## config.mk

```make
export PLATFORM = sky130hd
export DESIGN_NAME = ioSequencer
export DESIGN_NICKNAME = d
export VERILOG_FILES = /design/src/rtl/ioSeqPkg.sv /design/src/rtl/ioSeqDatapath.sv /design/src/rtl/ioSeqControl.sv /design/src/rtl/ioSequencer.sv
export SDC_FILE = /design/constraint.sdc
export NUM_CORES = 1
export LEC_CHECK = 0
export BUFFER_PORTS_ARGS = -buffer_cell sky130_fd_sc_hd__buf_2
export CAP_MARGIN = 20
export CORE_MARGIN = 1
export CORE_UTILIZATION = 30
export CTS_CLUSTER_SIZE = 8
export DETAILED_ROUTE_END_ITERATION = 7
export GPL_TIMING_DRIVEN = 0
export PLACE_DENSITY = 0.67
export SLEW_MARGIN = 20
export SYNTH_ARGS = -nofsm -noshare
export SYNTH_HDL_FRONTEND = slang
export SYNTH_SLANG_ARGS = --single-unit
```

## constraint.sdc

```tcl
create_clock -name clk -period 3 [get_ports clk]
set_input_delay 0.6 -clock clk [delete_from_list [all_inputs] [get_ports clk]]
set_output_delay 0.6 -clock clk [all_outputs]
set_load 0.02 [all_outputs]
```

## src/rtl/ioSeqPkg.sv

```systemverilog
package ioSeqPkg;
  typedef enum logic [2:0] {
    ST_IDLE,
    ST_SAMPLE,
    ST_DRAIN,
    ST_REQ,
    ST_BUSY
  } seqState_t;

  typedef struct packed {
    logic capture;   // take a new access from the pipeline
    logic classify;  // sample handshake inputs, latch class
  } seqStrobe_t;
endpackage

```

## src/rtl/ioSeqDatapath.sv

```systemverilog
module ioSeqDatapath
  import ioSeqPkg::*;
#(
  parameter int ADDR_W      = 32,
  parameter int IO_TOP_BITS = 8
) (
  input  logic              clk,
  input  logic              rst,
  input  seqStrobe_t        strobe,
  input  logic [ADDR_W-1:0] reqAddr,
  input  logic              reqWrite,
  input  logic              inhibitN,
  input  logic              ioDecN,
  output logic              ioNow,
  output logic [ADDR_W-1:0] addrQ,
  output logic              writeQ,
  output logic              cacheableQ
);
  localparam int WIN_LSB = ADDR_W - IO_TOP_BITS;

  logic inWindow;

  assign inWindow = &addrQ[ADDR_W-1:WIN_LSB];
  assign ioNow    = inWindow | ~inhibitN | ~ioDecN;

  always_ff @(posedge clk) begin
    if (rst) begin
      addrQ      <= '0;
      writeQ     <= 1'b0;
      cacheableQ <= 1'b0;
    end else begin
      if (strobe.capture) begin
        addrQ      <= reqAddr;
        writeQ     <= reqWrite;
        cacheableQ <= 1'b0;
      end
      if (strobe.classify) begin
        cacheableQ <= ~ioNow;
      end
    end
  end
endmodule

```

## src/rtl/ioSeqControl.sv

```systemverilog
module ioSeqControl
  import ioSeqPkg::*;
(
  input  logic       clk,
  input  logic       rst,
  input  logic       reqValid,
  input  logic       ioNow,
  input  logic       wbEmpty,
  input  logic       busGrant,
  input  logic       busDone,
  output seqStrobe_t strobe,
  output logic       stall,
  output logic       busReq
);
  seqState_t state, stateNext;

  always_comb begin
    stateNext      = state;
    strobe.capture  = 1'b0;
    strobe.classify = 1'b0;
    unique case (state)
      ST_IDLE: begin
        if (reqValid) begin
          strobe.capture = 1'b1;
          stateNext      = ST_SAMPLE;
        end
      end
      ST_SAMPLE: begin
        strobe.classify = 1'b1;
        if (!ioNow)       stateNext = ST_IDLE;
        else if (wbEmpty) stateNext = ST_REQ;
        else              stateNext = ST_DRAIN;
      end
      ST_DRAIN: if (wbEmpty)  stateNext = ST_REQ;
      ST_REQ:   if (busGrant) stateNext = ST_BUSY;
      ST_BUSY:  if (busDone)  stateNext = ST_IDLE;
      default:  stateNext = ST_IDLE;
    endcase
  end

  always_ff @(posedge clk) begin
    if (rst) state <= ST_IDLE;
    else     state <= stateNext;
  end

  assign stall  = (state != ST_IDLE);
  assign busReq = (state == ST_REQ);
endmodule

```

## src/rtl/ioSequencer.sv

```systemverilog
module ioSequencer
  import ioSeqPkg::*;
#(
  parameter int ADDR_W      = 32,
  parameter int IO_TOP_BITS = 8
) (
  input  logic              clk,
  input  logic              rst,
  input  logic              reqValid,
  input  logic              reqWrite,
  input  logic [ADDR_W-1:0] reqAddr,
  input  logic              inhibitN,
  input  logic              ioDecN,
  input  logic              wbEmpty,
  input  logic              busGrant,
  input  logic              busDone,
  output logic              cacheable,
  output logic              stall,
  output logic              busReq,
  output logic              busWrite,
  output logic [ADDR_W-1:0] busAddr
);
  seqStrobe_t strobe;
  logic       ioNow;

  ioSeqControl ctrl (
    .clk      (clk),
    .rst      (rst),
    .reqValid (reqValid),
    .ioNow    (ioNow),
    .wbEmpty  (wbEmpty),
    .busGrant (busGrant),
    .busDone  (busDone),
    .strobe   (strobe),
    .stall    (stall),
    .busReq   (busReq)
  );

  ioSeqDatapath #(
    .ADDR_W      (ADDR_W),
    .IO_TOP_BITS (IO_TOP_BITS)
  ) dp (
    .clk        (clk),
    .rst        (rst),
    .strobe     (strobe),
    .reqAddr    (reqAddr),
    .reqWrite   (reqWrite),
    .inhibitN   (inhibitN),
    .ioDecN     (ioDecN),
    .ioNow      (ioNow),
    .addrQ      (busAddr),
    .writeQ     (busWrite),
    .cacheableQ (cacheable)
  );
endmodule

```

# == Yosys cells after proc, flatten, opt, wreduce, memory -nomap -nowiden ==
# Index checks and enable logic that the tools add are counted.
# classes
n_eq_ne,8
muxes,12
bitwise_logic,5
n_reduce_logical,5
# ops
operator,count
2-to-1 mux 3 bit,5
case mux 3 bit (5 select lines),1
!= test 2 bit (second input constant),4
AND reduction 8 bit,1
equality test 3 x 2 -> 1 bit (second input constant),2
2-to-1 mux 1 bit,6
AND reduction 4 bit,1
equality test 3 x 1 -> 1 bit (second input constant),1
equality test 3 bit (second input constant),1
logical NOT 3 bit,1
NOT 1 bit,3
nonzero test 3 bit,1
OR 1 bit,2
nonzero test 2 bit,1
# totals
register_bits,37
input_bits,41
out_inout_bits,36

# == Logic depth before layout (Yosys ltp) ==
# logic_depth
word_depth,5
ltp_mapped,6

# == Hierarchy ==
# From an unflattened synthesis, not the netlist that was laid out.
# hier_totals
hier_cells,139
area_unflattened_um2,1450.1
# modules_own_cells
mod,instances,cells_per_inst,area_each_um2,seq_area_each_um2
ioSeqDatapath,1,114,1226.2,680.7
ioSeqControl,1,25,224.0,60.1

# == Worst setup path before layout ==
# Ideal clock, no wire load.
# synth_path
path_kind,input to register
startpoint,input reqValid
endpoint,register dp.addrQ[15]
setup_ns,0.132
t_arrival_ns,1.413
setup_slack_ns,1.455
cell_stages,5
cell_sequence,or4b_4 > buf_6 > buf_8 > nand2_1 > a21oi_1
# synth_between
elab_chain_len,2
# synth_lines
element,line_no,text
from (decl),ioSequencer.sv:9,"input logic reqValid,"
2-to-1 mux 1 bit,ioSeqControl.sv:23,if (reqValid) begin
2-to-1 mux 1 bit,ioSeqControl.sv:21,unique case (state)
to (signal assigned),ioSeqDatapath.sv:33,addrQ <= reqAddr;
to (decl),ioSeqDatapath.sv:15,"output logic [ADDR_W-1:0] addrQ,"
# No other way between the ends.
# A chain may end at the register's enable or synchronous reset.

# == Worst setup path after layout ==
# layout_path
startpoint,register ctrl.state[2]
endpoint,output stall
# layout_between
elab_chain_len,1
# layout_lines
element,line_no,text
from (decl),ioSeqControl.sv:15,"seqState_t state, stateNext;"
from (signal assigned),ioSeqControl.sv:43,else state <= stateNext;
nonzero test 3 bit,ioSeqControl.sv:46,assign stall = (state != ST_IDLE);
to (decl),ioSequencer.sv:18,"output logic stall,"
# No other way between the ends.

==> out/summary.txt <==
status: finished with violations
failing checks: DRC
WL/cell: 10.9 um
first-pass GRT wire length: 5.64 mm
post-CTS sizing: 0
Arrival @ worst endpoint: 1330 ps
number of diodes: 0
Clock Pin Slew Worst Setup and Hold Paths: 70 ps
clk root buf: clkbuf_8
Initial Util: 32.0%
vias in the first global route: 1277
Setup violations, final: 0
cells after synthesis: 172
Die Wd: 71.1 um
vias post-DR: 1395
Post-synth EDFFs: 0
IO buf count: 75
minimum clock period: 1930 ps
WP data required: 2400 ps
critical path endpoint category: primary output
DIE AREA: 5060 um2
Slew Viols, Final: 0
antenna-violating nets left: 0
Slew headroom: 65.7%
CTS tree: yes
post-route cell area: 1980 um2
chip height: 71.1 um
Detailed Routing Iterations Pass 1: 6
distinct cell type count after synthesis: 23
Worst-Skew Late Latency: 280 ps
final net count: 295
Setup crit start kind: flip-flop
max-cap violation count: 0
share of cells above drive strength 1: 38.4%
Syn Nets: 213
worst slew pin tran: 507 ps
maximum number of pins on one net before global-route repair: 12
H-tree depth: 2
Post-CTS Setup Inserts: 0
Iter 0 DRT Violations: 56
Netlist Area Pre-Place: 1430 um2
initial antenna violation count: 0
# DRC: 8
DP Area: 1870 um2
hold slack: 452 ps
Num CTS Buffers: 5
Total Wirelength: 3.36 mm
area grow syn2layout: 37.8%
HP Class: reg -> reg
mean post-synth cell area: 8.34 um2
PnR Total Power: 1200 uW
fin util: 44.2%
# rows: 24
total clock sinks: 37
Core ar.: 4470 um2
skew final: 1.50 ps
Vias/cell: 4.54
ys flop type: dfxtp_1
Lkg Pwr: 0.000937 uW
clock tree buffer depth: 2
register area share after synthesis: 51.7%
Max VDD drop: 0.253 mV
flops & latches, synth: 37
post-DP HPWL: 2.46 mm
hold buffer count at cts: 0
Power Density: 606 nW/um2
Final Hold Fails: 0
GRT Total Usage: 14.0%
Tcrit/Tclk final: 64.4%
IO Pins: 77
grt total ovfl: 0
setup TNS: 0 ps
unrepaired setup endpoints after global routing: false
Max Freq: 518 MHz
YS warnings: 0
Critical Setup Path Class: reg -> out
ys async rst share: 0%
worst-path fanout max: 8
Placer Congestion: 0.672
-- layout make-up --
class	instances	area, um2
buffer	13	103
multi-input combinational	120	583
inverter	2	7.51
tap	52	65.1
clock inverter	1	5.00
clock buffer	7	96.3
timing repair buffer	75	375
fill	491	2500
sequential	37	741
-- worst max-delay path, cell delays in order, from the launching register on --
cell	delay, ps
dfxtp_1	400
or3_2	490
buf_2	170
-- synthesized netlist by cell type (2+ instances only) --
library cell	instances	share of area, %
a21oi_1	34	12
buf_2	4	1.4
nor2_1	2	0.52
inv_1	2	0.52
nand2_1	68	18
clkbuf_1	4	1.0
buf_8	3	3.1
a32o_1	2	1.4
nand4_1	2	0.87
buf_6	2	1.6
dfxtp_1	37	52
-- worst paths after layout --
check / startpoint / end / slack (ps) / cells after the start
worst max-delay path: ctrl.state[2] / stall / 1070 / 2
worst min-delay path: dp.addrQ[1] / dp.addrQ[1] / 450 / 2
worst max register to register: ctrl.state[1] / dp.addrQ[9] / 1500 / 6
worst min register to register: dp.addrQ[1] / dp.addrQ[1] / 450 / 2
-- stage by stage --
step | setup slack (ps) | instances
2_1_floorplan | 1460 | 172
3_3_place_gp | 1280 | 299
3_5_place_dp | 1260 | 299
4_1_cts | 1050 | 307
5_1_grt | 1020 | 307
6_report | 1070 | 307
-- where the power goes --
group	internal [uW]	switching [uW]
logic	112	161
clock network	207	164
registers	533	20.2
-- per-layer routing --
layer / vias up / global-route usage, % / wire length (um)
met1: 614 / 16.7 / 1520
met3: 0 / 4.42 / 244
li1: 730 / - / -
met5: - / 0 / 0
met2: 51 / 24.6 / 1590
met4: 0 / 3.33 / 0
-- registers in the layout (all words and copies together) (netlist names) --
| name | cells |
|---|---|
| ctrl.state | 3 |
| dp.addrQ | 32 |
| dp.cacheableQ | 1 |
| dp.writeQ | 1 |
-- kinds of logic (layout without fill, tap and decap cells) --
group / count (synthesis) / in the layout / synth area share (%)
buf+inv: 15 / 98 / 7.68
mux: 1 / 1 / 0.698
flops: 37 / 37 / 51.7
compound gates: 40 / 40 / 15.2
simple gates: 79 / 79 / 24.8
-- cells in the final DEF, fill, tap and decap left out, drive strengths merged, types with 2 or more instances in the layout --
cell	instances
nor4b	2
nand4	2
dfxtp	37
clkbuf	11
a32o	2
a21oi	34
or4b	2
nand2	69
inv	2
nor2	2
buf	84
(Power assumes the default switching activity.)
